**config.mk**
```make
export PLATFORM = sky130hd
export DESIGN_NAME = keypad_scan
export DESIGN_NICKNAME = d
export VERILOG_FILES = /design/src/rtl/keypad_pkg.sv /design/src/rtl/kp_row_scanner.sv /design/src/rtl/kp_debounce.sv /design/src/rtl/kp_event.sv /design/src/rtl/keypad_scan.sv
export SDC_FILE = /design/constraint.sdc
export NUM_CORES = 1
export LEC_CHECK = 0
export BUFFER_PORTS_ARGS = -buffer_cell sky130_fd_sc_hd__buf_2
export CAP_MARGIN = 40
export CORE_AREA = 2 2 116 118
export CTS_CLUSTER_SIZE = 20
export DETAILED_ROUTE_END_ITERATION = 6
export DIE_AREA = 0 0 118 120
export GPL_TIMING_DRIVEN = 0
export PLACE_DENSITY = 0.67
export SYNTH_ARGS = -nofsm -noshare
export SYNTH_HDL_FRONTEND = slang
export SYNTH_HIERARCHICAL = 1
export SYNTH_SLANG_ARGS = --single-unit
```
**constraint.sdc**
```tcl
create_clock -name clk -period 5.9 [get_ports clk]
set_input_delay 0.885 -clock clk [delete_from_list [all_inputs] [get_ports clk]]
set_output_delay 0.885 -clock clk [all_outputs]
set_load 0.03 [all_outputs]
```
**src/rtl/keypad_pkg.sv**
```systemverilog
package keypad_pkg;
    typedef enum logic [1:0] {
        SC_SETTLE,
        SC_SAMPLE,
        SC_REPORT
    } scan_state_e;

    typedef enum logic {
        EV_UP,
        EV_DOWN
    } key_state_e;
endpackage

```
**src/rtl/kp_row_scanner.sv**
```systemverilog
module kp_row_scanner
    import keypad_pkg::*;
#(
    parameter int MAX_ROWS = 8,
    parameter int MAX_COLS = 8,
    parameter int SETTLE_W = 8
) (
    input  logic                              clk,
    input  logic                              rst,
    input  logic [$clog2(MAX_ROWS+1)-1:0]     cfg_rows,
    input  logic [$clog2(MAX_COLS+1)-1:0]     cfg_cols,
    input  logic [SETTLE_W-1:0]               cfg_settle,
    input  logic [MAX_COLS-1:0]               col_sense_n,
    output logic [MAX_ROWS-1:0]               row_drv_n,
    output logic                              scan_done,
    output logic                              scan_down,
    output logic                              scan_multi,
    output logic [$clog2(MAX_ROWS)+$clog2(MAX_COLS)-1:0] scan_code
);
    localparam int ROW_W  = $clog2(MAX_ROWS);
    localparam int COL_W  = $clog2(MAX_COLS);
    localparam int RCNT_W = $clog2(MAX_ROWS+1);
    localparam int CCNT_W = $clog2(MAX_COLS+1);

    scan_state_e state_q, state_d;
    logic [ROW_W-1:0]    row_q;
    logic [SETTLE_W-1:0] settle_q;
    logic                any_q, multi_q;
    logic [ROW_W+COL_W-1:0] code_q;
    logic [MAX_COLS-1:0] col_mask, pressed;
    logic [MAX_ROWS-1:0] row_mask;
    logic [COL_W-1:0]    low_col;
    int                  npress;
    logic                last_row;

    for (genvar c = 0; c < MAX_COLS; c++) begin : g_colmask
        assign col_mask[c] = cfg_cols > CCNT_W'(c);
    end
    for (genvar r = 0; r < MAX_ROWS; r++) begin : g_rowmask
        assign row_mask[r] = cfg_rows > RCNT_W'(r);
    end

    assign pressed  = ~col_sense_n & col_mask;
    assign last_row = (row_q == ROW_W'(cfg_rows - 1'b1));

    always_comb begin
        low_col = '0;
        for (int c = MAX_COLS - 1; c >= 0; c--) begin
            if (pressed[c]) low_col = COL_W'(c);
        end
        npress = $countones(pressed);
    end

    always_comb begin
        state_d = state_q;
        unique case (state_q)
            SC_SETTLE: if (settle_q == cfg_settle) state_d = SC_SAMPLE;
            SC_SAMPLE: state_d = last_row ? SC_REPORT : SC_SETTLE;
            SC_REPORT: state_d = SC_SETTLE;
            default:   state_d = SC_SETTLE;
        endcase
    end

    always_ff @(posedge clk) begin
        if (rst) state_q <= SC_SETTLE;
        else     state_q <= state_d;
    end

    always_ff @(posedge clk) begin
        if (rst) begin
            row_q    <= '0;
            settle_q <= '0;
            any_q    <= 1'b0;
            multi_q  <= 1'b0;
            code_q   <= '0;
        end else begin
            unique case (state_q)
                SC_SETTLE: if (settle_q != cfg_settle) settle_q <= settle_q + 1'b1;
                SC_SAMPLE: begin
                    settle_q <= '0;
                    if (|pressed) begin
                        if (any_q || npress > 1) multi_q <= 1'b1;
                        if (!any_q) code_q <= {row_q, low_col};
                        any_q <= 1'b1;
                    end
                    if (!last_row) row_q <= row_q + 1'b1;
                end
                SC_REPORT: begin
                    row_q   <= '0;
                    any_q   <= 1'b0;
                    multi_q <= 1'b0;
                    code_q  <= '0;
                end
                default: row_q <= '0;
            endcase
        end
    end

    always_comb begin
        row_drv_n = '1;
        if (state_q != SC_REPORT) row_drv_n[row_q] = 1'b0;
        scan_done  = (state_q == SC_REPORT);
        scan_down  = any_q;
        scan_multi = multi_q;
        scan_code  = code_q;
    end

    AST_ONE_ROW_LOW: assert property (@(posedge clk) disable iff (rst)
        $onehot0(~row_drv_n));
    AST_UNUSED_ROW_IDLE: assert property (@(posedge clk) disable iff (rst)
        (~row_drv_n & ~row_mask) == '0);
    AST_ROW_SETTLED: assert property (@(posedge clk) disable iff (rst)
        state_q == SC_SAMPLE |-> $stable(row_drv_n));
    AST_MULTI_NEEDS_KEY: assert property (@(posedge clk) disable iff (rst)
        scan_done && scan_multi |-> scan_down);
endmodule

```
**src/rtl/kp_debounce.sv**
```systemverilog
module kp_debounce #(
    parameter int DEB_W  = 8,
    parameter int CODE_W = 6
) (
    input  logic              clk,
    input  logic              rst,
    input  logic [DEB_W-1:0]  cfg_debounce,
    input  logic              scan_done,
    input  logic              scan_down,
    input  logic              scan_multi,
    input  logic [CODE_W-1:0] scan_code,
    output logic              accept,
    output logic              cand_down,
    output logic [CODE_W-1:0] cand_code,
    output logic              acc_multi
);
    localparam int VEC_W = CODE_W + 2;

    logic [VEC_W-1:0] cand_q, acc_q, scan_vec;
    logic [DEB_W-1:0] cnt_q;

    assign scan_vec  = {scan_down, scan_multi, scan_code};
    assign accept    = (cnt_q == cfg_debounce) && (cand_q != acc_q);
    assign cand_down = cand_q[VEC_W-1];
    assign cand_code = cand_q[CODE_W-1:0];
    assign acc_multi = acc_q[CODE_W];

    always_ff @(posedge clk) begin
        if (rst) begin
            cand_q <= '0;
            acc_q  <= '0;
            cnt_q  <= '0;
        end else begin
            if (scan_done && scan_vec != cand_q) begin
                cand_q <= scan_vec;
                cnt_q  <= '0;
            end else if (cnt_q != cfg_debounce) begin
                cnt_q <= cnt_q + 1'b1;
            end
            if (accept) acc_q <= cand_q;
        end
    end

    AST_ACCEPT_FROM_CAND: assert property (@(posedge clk) disable iff (rst)
        !$stable(acc_q) |-> acc_q == $past(cand_q));
    AST_CAND_FRESH_NO_ACCEPT: assert property (@(posedge clk) disable iff (rst)
        cfg_debounce != '0 && scan_done && scan_vec != cand_q |=> !accept);
endmodule

```
**src/rtl/kp_event.sv**
```systemverilog
module kp_event
    import keypad_pkg::*;
#(
    parameter int CODE_W = 6,
    parameter int HOLD_W = 16,
    parameter int REP_W  = 8
) (
    input  logic              clk,
    input  logic              rst,
    input  logic              cfg_hold_mode,
    input  logic [HOLD_W-1:0] cfg_hold_period,
    input  logic              irq_clear,
    input  logic              accept,
    input  logic              cand_down,
    input  logic [CODE_W-1:0] cand_code,
    output logic              key_valid,
    output logic [CODE_W-1:0] key_code,
    output logic [REP_W-1:0]  key_repeat,
    output logic              irq
);
    key_state_e state_q;
    logic [HOLD_W-1:0] hold_q;
    logic              press, release_k, tick, fire;

    always_comb begin
        press     = accept && cand_down && (state_q == EV_UP || cand_code != key_code);
        release_k = accept && !cand_down && state_q == EV_DOWN;
        tick      = !press && !release_k && state_q == EV_DOWN && cfg_hold_mode
                    && hold_q == cfg_hold_period;
        fire      = press || tick;
    end

    always_ff @(posedge clk) begin
        if (rst) begin
            state_q <= EV_UP;
        end else begin
            unique case (state_q)
                EV_UP:   if (press) state_q <= EV_DOWN;
                EV_DOWN: if (release_k) state_q <= EV_UP;
                default: state_q <= EV_UP;
            endcase
        end
    end

    always_ff @(posedge clk) begin
        if (rst) begin
            key_valid  <= 1'b0;
            key_code   <= '0;
            key_repeat <= '0;
            hold_q     <= '0;
            irq        <= 1'b0;
        end else begin
            key_valid <= fire;
            irq       <= fire || (irq && !irq_clear);
            if (press) begin
                key_code   <= cand_code;
                key_repeat <= '0;
                hold_q     <= '0;
            end else if (release_k) begin
                key_repeat <= '0;
                hold_q     <= '0;
            end else if (state_q == EV_DOWN && cfg_hold_mode) begin
                if (tick) begin
                    hold_q <= '0;
                    if (key_repeat != '1) key_repeat <= key_repeat + 1'b1;
                end else begin
                    hold_q <= hold_q + 1'b1;
                end
            end
        end
    end

    AST_IRQ_WITH_VALID: assert property (@(posedge clk) disable iff (rst)
        key_valid |-> irq);
    AST_IRQ_PENDING: assert property (@(posedge clk) disable iff (rst)
        irq && !irq_clear |=> irq);
    AST_PRP_NO_REPEAT: assert property (@(posedge clk) disable iff (rst)
        key_valid && !cfg_hold_mode |-> key_repeat == '0);
    AST_RELEASE_CLEARS: assert property (@(posedge clk) disable iff (rst)
        release_k |=> key_repeat == '0);
endmodule

```
**src/rtl/keypad_scan.sv**
```systemverilog
module keypad_scan #(
    parameter int MAX_ROWS = 8,
    parameter int MAX_COLS = 8,
    parameter int SETTLE_W = 8,
    parameter int DEB_W    = 8,
    parameter int HOLD_W   = 16,
    parameter int REP_W    = 8
) (
    input  logic                                      clk,
    input  logic                                      rst,
    input  logic [$clog2(MAX_ROWS+1)-1:0]             cfg_rows,
    input  logic [$clog2(MAX_COLS+1)-1:0]             cfg_cols,
    input  logic [SETTLE_W-1:0]                       cfg_settle,
    input  logic [DEB_W-1:0]                          cfg_debounce,
    input  logic                                      cfg_hold_mode,
    input  logic [HOLD_W-1:0]                         cfg_hold_period,
    input  logic                                      irq_clear,
    input  logic [MAX_COLS-1:0]                       col_sense_n,
    output logic [MAX_ROWS-1:0]                       row_drv_n,
    output logic                                      key_valid,
    output logic [$clog2(MAX_ROWS)+$clog2(MAX_COLS)-1:0] key_code,
    output logic [REP_W-1:0]                          key_repeat,
    output logic                                      multi_key,
    output logic                                      irq
);
    localparam int CODE_W = $clog2(MAX_ROWS) + $clog2(MAX_COLS);

    logic              scan_done, scan_down, scan_multi;
    logic [CODE_W-1:0] scan_code, cand_code;
    logic              accept, cand_down;

    kp_row_scanner #(
        .MAX_ROWS(MAX_ROWS), .MAX_COLS(MAX_COLS), .SETTLE_W(SETTLE_W)
    ) i_scanner (
        .clk(clk), .rst(rst), .cfg_rows(cfg_rows), .cfg_cols(cfg_cols),
        .cfg_settle(cfg_settle), .col_sense_n(col_sense_n), .row_drv_n(row_drv_n),
        .scan_done(scan_done), .scan_down(scan_down), .scan_multi(scan_multi),
        .scan_code(scan_code)
    );

    kp_debounce #(.DEB_W(DEB_W), .CODE_W(CODE_W)) i_debounce (
        .clk(clk), .rst(rst), .cfg_debounce(cfg_debounce), .scan_done(scan_done),
        .scan_down(scan_down), .scan_multi(scan_multi), .scan_code(scan_code),
        .accept(accept), .cand_down(cand_down), .cand_code(cand_code),
        .acc_multi(multi_key)
    );

    kp_event #(.CODE_W(CODE_W), .HOLD_W(HOLD_W), .REP_W(REP_W)) i_event (
        .clk(clk), .rst(rst), .cfg_hold_mode(cfg_hold_mode),
        .cfg_hold_period(cfg_hold_period), .irq_clear(irq_clear), .accept(accept),
        .cand_down(cand_down), .cand_code(cand_code), .key_valid(key_valid),
        .key_code(key_code), .key_repeat(key_repeat), .irq(irq)
    );
endmodule

```
[Word-level counts from Yosys, hierarchy flattened]
Cells that the tools add are included.
Storage, ports and cells
  bits in registers: 78
  output and inout port bits: 25
  logic and storage cells: 126
Cells by class
  add/sub/neg operators: 13
  $lt $le $gt $ge: 11
  equal/unequal tests: 19
  muxes and demuxes: 30
  bitwise gates (word level): 5
  reductions and logical operators: 33
Operators with widths (count)
  $add 32x32->32: 3
  $gt 32x2->1 const B: 1
  $ne 8x8->1: 4
  $mux 3: 9
  $add 8x1->8 const B: 3
  $add 16x1->16 const B: 1
  $eq 16x16->1: 1
  $eq 8x8->1: 2
  $gt 4x3->1 const B: 4
  $mux 16: 1
  $mux 8: 2
  $not 8->8: 2
  $pmux 8 s2: 1
  $logic_and 1x1->1: 13
  $mux 6: 2
  $pmux 6 s2: 1
  $reduce_and 3->1: 3
  $add 1x1->2: 4
  $and 8x8->8: 1
  $gt 4x1->1 const B: 2
  $gt 4x2->1 const B: 2
  $ne 2x1->1 const B: 4
  $ne 8x8->1 const B: 1
  $reduce_or 8->1: 1
  other kinds (23): 43

[Logic depth before layout (Yosys ltp)]
Gate-level depths: netlist (run 1).
  depth in word-level cells: 13
  mapped depth: 15
  depth with buffers taken out: 14

[Modules after synthesis]
The synthesis (run 1) kept the hierarchy.
By module, submodules not included
  kp_row_scanner: instances 1, cells each 221, area an instance 1791.7 um2
  kp_event: instances 1, cells each 204, area an instance 1744.2 um2
  kp_debounce: instances 1, cells each 130, area an instance 1244.9 um2

[Worst setup path after synthesis (run 1)]
Ideal clock, no wire load.
  kind: input to register
  start: input port cfg_cols[1]
  end: register i_scanner.multi_q (netlist: i_scanner/scan_multi)
  setup time: 123 ps
  arrival: 4279 ps
  data required time: 5777 ps
  setup slack: 1498 ps
  stages: 15
  path through: buf_2 > nor2_1 > a21oi_1 > fa_1 > inv_1 > fa_1 > fa_1 > inv_1 > ha_1 > inv_1 > fa_1 > a2111oi_0 > a21oi_1 > o31ai_1 > mux2_1
On the way
  longest elaborated chain between the ends: 9
  elaborated cells on any way between the ends: 22
Ends and longest elaborated chain
  start: declaration: RTL line keypad_scan.sv:12  | input logic [$clog2(MAX_COLS+1)-1:0] cfg_cols,
  $gt 4x1->1 (tied with other cells): RTL line kp_row_scanner.sv:37  | assign col_mask[c] = cfg_cols > CCNT_W'(c);
  $and 8x8->8 *: RTL line kp_row_scanner.sv:43  | assign pressed = ~col_sense_n & col_mask;
  $add 1x1->2 (not written as such): RTL line kp_row_scanner.sv:51  | npress = $countones(pressed);
  $add 32x32->32 (not written as such) (2 in a row): RTL line kp_row_scanner.sv:51
  $gt 32x2->1: RTL line kp_row_scanner.sv:82  | if (any_q || npress > 1) multi_q <= 1'b1;
  $logic_or 1x1->1: RTL line kp_row_scanner.sv:82
  $ne 2x1->1 (no source line)
  $reduce_and 3->1 (no source line) *
  end signal: assignment: RTL line kp_row_scanner.sv:74  | multi_q <= 1'b0;
  end signal: assignment: RTL line kp_row_scanner.sv:82
  end signal: assignment: RTL line kp_row_scanner.sv:91  | multi_q <= 1'b0;
  end: declaration: RTL line kp_row_scanner.sv:28  | logic any_q, multi_q;
Every way passes the cells marked *; elsewhere a longest branch is shown, timed or not.
A chain may end at the register's enable or synchronous reset.

[Final worst setup path (run 1)]
  start: input port cfg_cols[3]
  end: register i_scanner.multi_q (netlist: i_scanner/scan_multi)
The elaborated chain is that of the path after synthesis.

==> flow_summary.toml, run 1 <==
[status]
status = "finished, final reports clean"

[grt]
grt_pass1_wl_um = 18500
met3_usage_pct = 2.95
grtUsageTotal_pct = 15.7
grt_pass1_vias = 3952
gr-total-overflow = 0
antenna_found_initial = 0
use_met1_pct = 19.3
grt_busiest_layer = "met2"
use_met2_pct = 27.5
grt_max_degree = 13

[min_path]
holdPathStages = 2
min_to = "i_event/irq"
hp-class = "flip-flop to flip-flop"
min_from = "i_event/irq"

[power_and_ir_drop]
power.density_mw_per_mm2 = 221
leakage_nw = 2.29
p_switching_uw = 283
finalPower_mw = 1.26
p_comb_share_pct = 9.6
ir_worst_vdd_uv = 163
intPower_uw = 974
p_seq_share_pct = 42.8
switching_share_pct = 22.5
p_clk_share_pct = 47.6

[synthesis]
synth_nets = 624
yosys_warnings = 6
synth-seq-cells = 78
synthFlopType = "dfxtp_1"
syn_inst = 555
seq_area_frac_synth_pct = 32.7
synth.distinct_cells = 73
syn_area_per_cell_um2 = 8.61
async_flop_share_pct = 0
synth-edff-count = 0
syn_area_mm2 = 0.00478

[sta]
finalHoldViolCount = 0
tns_ns = 0
rsz0062_at_grt = "no"
max-slew-margin-rel_pct = 48.9
setup-violations-final = 0
fin_worst_skew_ns = 0.00629
max_freq_mhz = 227
tightest_slew_ns = 0.757
min_period_ns = 4.41
slew_violations = 0
layout_setup_ws_ns = 1.49
fin_crit_sh_pct = 74.7

[route]
vias_per_cell = 5.13
drt_iter0_markers = 215
num_vias = 4198
firstDrtPassIters = 5
routedWlPerCell_um = 13.2
routed_wl_um = 10800
drt.antenna.violating_nets = 0
drcViolationCount = 0

[critical_path]
ff2ff_path_depth = 11
critPathKind = "primary input to flip-flop"
ff2ff_setup_slack_ns = 2.66
cp_max_fo = 10
end_kind = "flip-flop"
reg2reg_from = "i_debounce/cnt_q[4]"
crit_required_ns = 6.12
r2r-end = "i_event/key_repeat[0]"
cp.arrival_ns = 4.63
cp-start-kind = "primary input"

[finish]
seqCellArea_mm2 = 0.00156
fin_nets = 708
num-fill-cells = 1284
n_antenna_cell = 0
syn2layout_area_growth_pct = 19.0
layout_common_cells = "dfxtp_1 (78), buf_2 (75), nor2_1 (60)"
fin_area_mm2 = 0.00569
final_core_util_pct = 43.8
layout-drive-gt1-share_pct = 19.3
layout_commonest_cell = "dfxtp_1"
multi_input_area_mm2 = 0.00297

[cts]
clkSinkCount = 78
cts.path.max_buffers = 2
cts_tree = "done"
cts-resized-gates = 0
post_cts_buffers = 0
ctsHoldBuffers = 0
clk-insertion-delay-late_ns = 0.33
numCtsBuffers = 9
clkTransAtPathRegs_ns = 0.06
htree_levels = 3
cts_root_buffer = "clkbuf_16"

[floorplan]
io_pins = 77
core_area_mm2 = 0.0130
std_cell_rows = 42
start_util_pct = 36.8
die-height_um = 120
fp.dieArea_mm2 = 0.0142
die_w_um = 118

[placed_design]
dpl_cell_area_mm2 = 0.00537
dp_hpwl_um = 8370
place.gp.congestion = 0.878
dp_slack_ns = 1.16
numPortBuffers = 73

[job]
maxCapViolCount = 0
## through the flow
stage / hold WS [ns] / instances
after detailed placement: 0.473 / 804
after CTS: 0.481 / 819
final: 0.482 / 819
after global placement: 0.463 / 804
after floorplan: 0.464 / 555
after global routing: 0.505 / 819
## cells in the mapped netlist (5+ instances only)
library cell | number | area (um^2)
a21oi_1 | 34 | 170
and3_1 | 13 | 81.3
buf_4 | 8 | 60.1
clkbuf_1 | 9 | 33.8
dfxtp_1 | 78 | 1560
ha_1 | 13 | 163
inv_1 | 24 | 90.1
mux2i_1 | 20 | 200
nand2_1 | 47 | 176
nand2b_1 | 8 | 50.1
nand3_1 | 28 | 140
nand4_1 | 10 | 62.6
nor2_1 | 60 | 225
nor2b_1 | 7 | 43.8
o211ai_1 | 5 | 37.5
o21ai_0 | 9 | 45.0
or3_1 | 5 | 31.3
xnor2_1 | 53 | 464
xor2_1 | 26 | 228
## sequential cells by signal, summed over array words and instances, names as in the netlist
signal and cells:
i_debounce/acc_q 8, i_event/key_valid 1, i_event/key_code 6, i_scanner/settle_q 8, i_debounce/cnt_q 8, i_event/hold_q 16, i_debounce/cand_q 8, i_event/irq 1
i_scanner/scan_code 6, i_scanner/row_q 3, i_event/key_repeat 8, i_scanner/scan_multi 1, i_scanner/state_q 2, i_scanner/scan_down 1, i_event/state_q 1
## worst max-delay path: stages
cell       delay, ns
buf_2           0.12
buf_6           0.14
nor3_2          0.14
nor2_1          0.10
fa_1            0.54
inv_1           0.05
fa_1            0.50
fa_1            0.42
inv_1           0.07
ha_1            0.16
inv_1           0.06
fa_1            0.37
a2111oi_0       0.36
a21oi_1         0.09
o31ai_1         0.27
mux2_1          0.34
## final cells by class
| type | count | area share (%) |
|---|---|---|
| well taps | 176 | 3.87 |
| clock inverters | 4 | 1.23 |
| plain buffers | 25 | 2.77 |
| repair buffers | 73 | 6.42 |
| clock buffers | 11 | 4.44 |
| multi-input cells | 427 | 52.2 |
| inverters | 25 | 1.65 |
| flip-flops and latches | 78 | 27.4 |
## power by group through the flow
stage | Combinational, mW | Sequential (mW) | Clock, mW
floorplan | 0.0793 | 0.548 | 0
global placement | 0.115 | 0.550 | 0
detailed placement | 0.120 | 0.550 | 0
CTS | 0.121 | 0.538 | 0.612
global route | 0.135 | 0.539 | 0.634
finish | 0.120 | 0.538 | 0.599
## layer usage
metal  wire length [um]  vias to the layer above
met4                223                        0
met2               5280                      102
li1                   -                     2112
met1               4900                     1971
met5                  0                        -
met3                377                       13
## how the worst max path moves through the flow
stage	cells past startpoint	slack [ns]	startpoint	endpoint
5_1_grt	15	1.36	cfg_cols[1]	i_scanner/scan_multi
4_1_cts	16	1.51	cfg_cols[3]	i_scanner/scan_multi
3_5_place_dp	16	1.16	cfg_cols[3]	i_scanner/scan_multi
6_report	16	1.49	cfg_cols[3]	i_scanner/scan_multi
2_1_floorplan	15	1.50	cfg_cols[1]	i_scanner/scan_multi
3_3_place_gp	16	1.21	cfg_cols[3]	i_scanner/scan_multi
## cell families after synthesis
logic type / share of synthesized area [%]
buffers and inverters: 5.26
AOI/OAI and AO/OA: 14.0
xor gates and xnor gates: 15.0
muxes: 4.42
DFF: 32.7
adders and majority gates: 5.08
and+or+nand+nor: 23.7
Note: power is estimated with default switching activity, not from simulation.
==> run 2, diff against run 1 <==
ABC_AREA = 1   (was default)
CORE_AREA = 2 2 125 127   (was 2 2 116 118)
DIE_AREA = 0 0 127 129   (was 0 0 118 120)
PLACE_DENSITY = 0.69   (was 0.67)
clock period = 3.6 ns   (was 5.9 ns; I/O delays follow)
==> run 2 against run 1 <==
Effect of this change: highest routed layer unchanged; critical path type unchanged; routed wire length increased by 18%; total power increased by 110%; core utilization about the same.
==> flow_summary.toml, run 2 <==
[status]
status = "finished, final reports clean"

[sta]
finalHoldViolCount = 0
max_freq_mhz = 290
rsz0062_at_grt = "yes"
min_period_ns = 3.45
tightest_slew_ns = 0.479
fin_crit_sh_pct = 95.9
fin_worst_skew_ns = 0.00629
tns_ns = 0
setup-violations-final = 0
max-slew-margin-rel_pct = 68.0
slew_violations = 0

[power_and_ir_drop]
p_comb_share_pct = 26.2
finalPower_mw = 2.63
power.density_mw_per_mm2 = 401
ir_worst_vdd_uv = 266
switching_share_pct = 32.2
p_seq_share_pct = 36.7
intPower_mw = 1.78
p_clk_share_pct = 37.0
p_switching_uw = 847
leakage_nw = 3.21

[synthesis]
synth-edff-count = 0
synth-seq-cells = 78
syn_inst = 923
synth_most_common_cell = "nand2_1"
synth_nets = 992
yosys.area.top_type_share_pct = 27.9
syn_area_per_cell_um2 = 6.06
synth.distinct_cells = 41
async_flop_share_pct = 0
syn_area_mm2 = 0.00559
synth_area_leaders = "dfxtp_1 (28%), nand2_1 (19%), inv_1 (10%)"
synthFlopType = "dfxtp_1"
yosys_warnings = 6
synth_top_area_cell = "dfxtp_1"
seq_area_frac_synth_pct = 27.9
yosys-top-cells-count = "nand2_1 (278), inv_1 (156), nor2_1 (136), dfxtp_1 (78), nand3_1 (47)"

[grt]
grtUsageTotal_pct = 16.0
grt_max_degree = 13
gr-total-overflow = 0
grt_pass1_vias = 4866
antenna_found_initial = 0
grt_pass1_wl_um = 21700

[cts]
clkTransAtPathRegs_ns = 0.06
ctsHoldBuffers = 0
cts.path.max_buffers = 2
clkSinkCount = 78
htree_levels = 3
cts_root_buffer = "clkbuf_16"
clk-insertion-delay-late_ns = 0.34
numCtsBuffers = 9
cts_tree = "done"

[route]
routed_wl_um = 12700
drt_iter0_markers = 258
vias_per_cell = 4.53
drt.antenna.violating_nets = 0
firstDrtPassIters = 4
routedWlPerCell_um = 10.6
drcViolationCount = 0
num_vias = 5450

[finish]
layout_commonest_cell = "nand2_1"
fin_area_mm2 = 0.00656
n_antenna_cell = 0
final_core_util_pct = 43.8
final_cells = 1202
regMostFlops = "i_event/hold_q"
syn2layout_area_growth_pct = 17.4
largest_register_ff_count = 16
layout_common_cells = "nand2_1 (278), inv_1 (151), nor2_1 (136)"
fin_nets = 1080
layout-drive-gt1-share_pct = 15.4

[placed_design]
dp_hpwl_um = 9650
place.gp.congestion = 0.844
post-place-cells = 1186
numPortBuffers = 75
dpl_cell_area_mm2 = 0.00621

[critical_path]
crit_required_ns = 3.84
cp.arrival_ns = 3.69
cp-start-kind = "primary input"
cp_max_fo = 4
critPathKind = "primary input to flip-flop"
end_kind = "flip-flop"

[floorplan]
die_w_um = 127
std_cell_rows = 45
die-height_um = 129
core_area_mm2 = 0.0150
io_pins = 77
fp.dieArea_mm2 = 0.0164
start_util_pct = 37.3

[min_path]
hp-class = "flip-flop to flip-flop"

[job]
maxCapViolCount = 0
[run 2: changes by cell type after synthesis, moves of 19 or more]
| cell | change |
|---|---|
| nand2_1 | +231 |
| inv_1 | +132 |
| nor2_1 | +76 |
| xnor2_1 | -25 |
| mux2i_1 | -20 |
| nand3_1 | +19 |
[run 2: layout make-up]
type | count | area [um^2]
fillers | 1619 | 8410
multi-input cells | 657 | 3270
flip-flops and latches | 78 | 1560
inverters | 164 | 617
repair buffers | 77 | 403
clock buffers | 10 | 239
well taps | 188 | 235
plain buffers | 24 | 160
clock inverters | 4 | 72.6
[run 2: per-stage QoR]
step	worst slack [ns]	hold WS [ns]
final	0.149	0.485
after global routing	-0.0454	0.529
after CTS	0.000249	0.485
after detailed placement	-0.352	0.474
after global placement	-0.325	0.477
after floorplan	-0.0150	0.472
[run 2: logic make-up after synthesis]
logic type,share of synthesized area (%)
AND/OR/NAND/NOR,41.0
adder cells (fa/ha/maj),4.34
AO/OA/AOI/OAI,6.76
buffers and inverters,13.9
flip-flops,27.9
XOR/XNOR,6.11
[run 2: worst paths after layout]
kind              cells after the start              endpoint                start  slack (ns)
setup / recovery                     21  i_scanner/scan_multi          cfg_cols[2]        0.15
hold reg to reg                       2   i_event/key_code[0]  i_event/key_code[0]        0.48
setup reg to reg                     14     i_event/hold_q[9]  i_debounce/cnt_q[2]        1.06
hold / removal                        2   i_event/key_code[0]  i_event/key_code[0]        0.48
[run 2: per-layer routing]
metal,GRT usage (%),up-vias,share of wire [%]
li1,-,2985,-
met1,20.3,2365,49
met2,27.5,90,46
met3,4.37,10,5.1
met4,2.91,0,0.64
met5,0,-,0
[run 2: worst max-delay path, stage by stage]
cell      delay (ns)
buf_6           0.09
nor2_4          0.14
inv_2           0.07
o21bai_4        0.15
inv_2           0.05
fa_1            0.51
inv_2           0.04
fa_1            0.52
fa_1            0.41
inv_1           0.07
ha_2            0.18
inv_2           0.04
fa_2            0.32
inv_2           0.06
nand4_1         0.08
o21ai_1         0.09
nand3_1         0.11
nand3_1         0.08
nand2_1         0.05
inv_1           0.04
nor2_1          0.03
[run 2: timing repair]
item,4_1_cts,5_1_grt
gates resized for setup,0,10
endpoints found under the setup margin,0,1
setup buffers,0,2
[run 2: power groups by stage]
stage	sequential, mW	clock (mW)	combinational, mW
after floorplan	0.968	0	0.528
after global placement	0.985	0	0.669
after detailed placement	0.986	0	0.674
after CTS	0.967	1.00	0.680
after global routing	0.974	1.04	0.797
final	0.967	0.974	0.690
==> run 3, diff against run 2 <==
CORE_AREA = 2 2 122 124   (was 2 2 125 127)
DIE_AREA = 0 0 124 126   (was 0 0 127 129)
PLACE_DENSITY = default   (was 0.69)
==> run 3 against run 2 <==
Effect of this change: register-to-register slack hardly changed; clock-buffer cell count stayed put; critical endpoint unchanged; sequential cell count stayed put; largest cell class unchanged; combinational power hardly changed; die area is 4.6% lower; highest routed layer unchanged.
==> flow_summary.toml, run 3 (synthesis results as in run 2) <==
[power_and_ir_drop]
power.density_mw_per_mm2 = 400
ir_worst_vdd_uv = 253
leakage_nw = 3.22

[min_path]
holdPathStages = 2
min_to = "i_event/key_code[2]"
min_from = "i_event/key_code[2]"
hp-class = "flip-flop to flip-flop"

[cts]
clkSinkCount = 78
clk-insertion-delay-late_ns = 0.34
cts_tree = "done"
numCtsBuffers = 9
ctsHoldBuffers = 0
cts_root_buffer = "clkbuf_16"
htree_levels = 3
clkTransAtPathRegs_ns = 0.06
cts.path.max_buffers = 2

[route]
drt_iter0_markers = 355
drcViolationCount = 0
routed_wl_um = 12900
drt.antenna.violating_nets = 0
firstDrtPassIters = 4
vias_per_cell = 4.50
routedWlPerCell_um = 10.7
num_vias = 5411

[sta]
rsz0062_at_grt = "no"
whs_ns = 0.486
slew_violations = 0
tightest_slew_ns = 0.480
layout_setup_ws_ns = 0.174
tns_ns = 0
fin_crit_sh_pct = 95.2
min_period_ns = 3.43
fin_worst_skew_ns = 0.00720
max_freq_mhz = 292
setup-violations-final = 0
finalHoldViolCount = 0
max-slew-margin-rel_pct = 67.9

[critical_path]
cp-start-kind = "primary input"
ff2ff_path_depth = 14
crit_chain = "buf_6 -> nor2_4 -> inv_2 -> o21bai_4 -> inv_2 -> fa_1 -> inv_2 -> fa_1 -> fa_1 -> inv_1 -> ha_2 -> inv_2 -> fa_2 -> inv_2 -> nand4_1 -> o21ai_1 -> nand3_1 -> nand3_1 -> nand2_1 -> inv_1 -> nor2_1"
crit_required_ns = 3.84
path_delay_family = "adder cells"
cp.arrival_ns = 3.67
cp_slowest_cell = "fa_1"
cp_slowest_stage_delay_ns = 0.55
cp_num_cells = 21
end_kind = "flip-flop"
cp_max_fo = 4
reg2reg_from = "i_debounce/cnt_q[2]"
critPathKind = "primary input to flip-flop"
ff2ff_setup_slack_ns = 1.06
crit_top_cell = "inv_2"
path_buf_inv = 8
r2r-end = "i_event/hold_q[15]"

[finish]
n_antenna_cell = 0
fin_area_mm2 = 0.00657
multi_input_area_mm2 = 0.00327
layout_common_cells = "nand2_1 (278), inv_1 (151), nor2_1 (136)"
largest_register_ff_count = 16
syn2layout_area_growth_pct = 17.5
layout-drive-gt1-share_pct = 15.6
layout_commonest_cell = "nand2_1"
regMostFlops = "i_event/hold_q"
seqCellArea_mm2 = 0.00156
num-fill-cells = 1599
fin_nets = 1082

[floorplan]
fp.dieArea_mm2 = 0.0156
io_pins = 77
die_w_um = 124
core_area_mm2 = 0.0143
start_util_pct = 39.1
std_cell_rows = 44
die-height_um = 126

[grt]
gr-total-overflow = 0
grt_pass1_wl_um = 22200
grt_max_degree = 14
grt_pass1_vias = 4927
grtUsageTotal_pct = 17.5
antenna_found_initial = 0

[job]
maxCapViolCount = 0

[placed_design]
dpl_cell_area_mm2 = 0.00621
numPortBuffers = 75
dp_slack_ns = -0.406
place.gp.congestion = 0.826
dp_hpwl_um = 9780

[status]
status = "finished, final reports clean"
==> run 3: cell count changes in the layout (fill, tap and decap cells not counted), sizes merged <==
cell and delta:
buf +2, clkinv +2
==> run 3: worst max path at each step <==
stage | startpoint | to | slack, ns
after floorplan | cfg_cols[3] | i_scanner/scan_multi | -0.01
after global placement | cfg_cols[3] | i_scanner/scan_multi | -0.37
after detailed placement | cfg_cols[3] | i_scanner/scan_multi | -0.41
after CTS | cfg_cols[3] | i_scanner/scan_multi | 0.03
after global routing | cfg_cols[3] | i_scanner/scan_multi | 0.02
final | cfg_cols[3] | i_scanner/scan_multi | 0.17
==> run 3: layer usage <==
layer,global-route usage (%),vias to the layer above,share of wire (%)
met4,4.30,0,1.0
met3,4.44,10,5.1
met2,28.0,90,44
li1,-,2987,-
met1,23.6,2324,50
met5,0,-,0
==> run 3: metrics by stage <==
stage               total power, mW  instances  utilization (%)
floorplan                      1.50        923                -
global placement               1.66       1182             43.4
detailed placement             1.66       1182             43.4
CTS                            2.65       1200             45.7
global route                   2.79       1202             45.9
finish                         2.63       1202             45.9
==> run 3: where the power goes <==
part / switching (mW) / total, mW / internal [mW]
Combinational: 0.431 / 0.689 / 0.259
Sequential: 0.0582 / 0.968 / 0.910
Clock: 0.367 / 0.973 / 0.606
==> run 3: cell type report <==
| type | count | area share [%] |
|---|---|---|
| Inverter | 164 | 9.39 |
| Sequential cell | 78 | 23.8 |
| Tap cell | 184 | 3.50 |
| Buffer | 24 | 2.44 |
| Clock inverter | 6 | 1.31 |
| Multi-Input combinational cell | 657 | 49.8 |
| Timing Repair Buffer | 79 | 6.27 |
| Clock buffer | 10 | 3.49 |
==> run 3: repair_timing <==
item | in CTS | in global routing
hold endpoints to repair | 0 | 0
pin swaps | 1 | 4
gates resized for setup | 0 | 9
cloned | 0 | 0
endpoints found under the setup margin | 1 | 1
setup buffers | 2 | 2
==> run 3: worst min-delay path, delay by kind of cell, from the launching register on <==
family	cells	cell delay [ns]
flip-flops	1	0.32
buffers and inverters	1	0.07
AO/OA/AOI/OAI	1	0.06
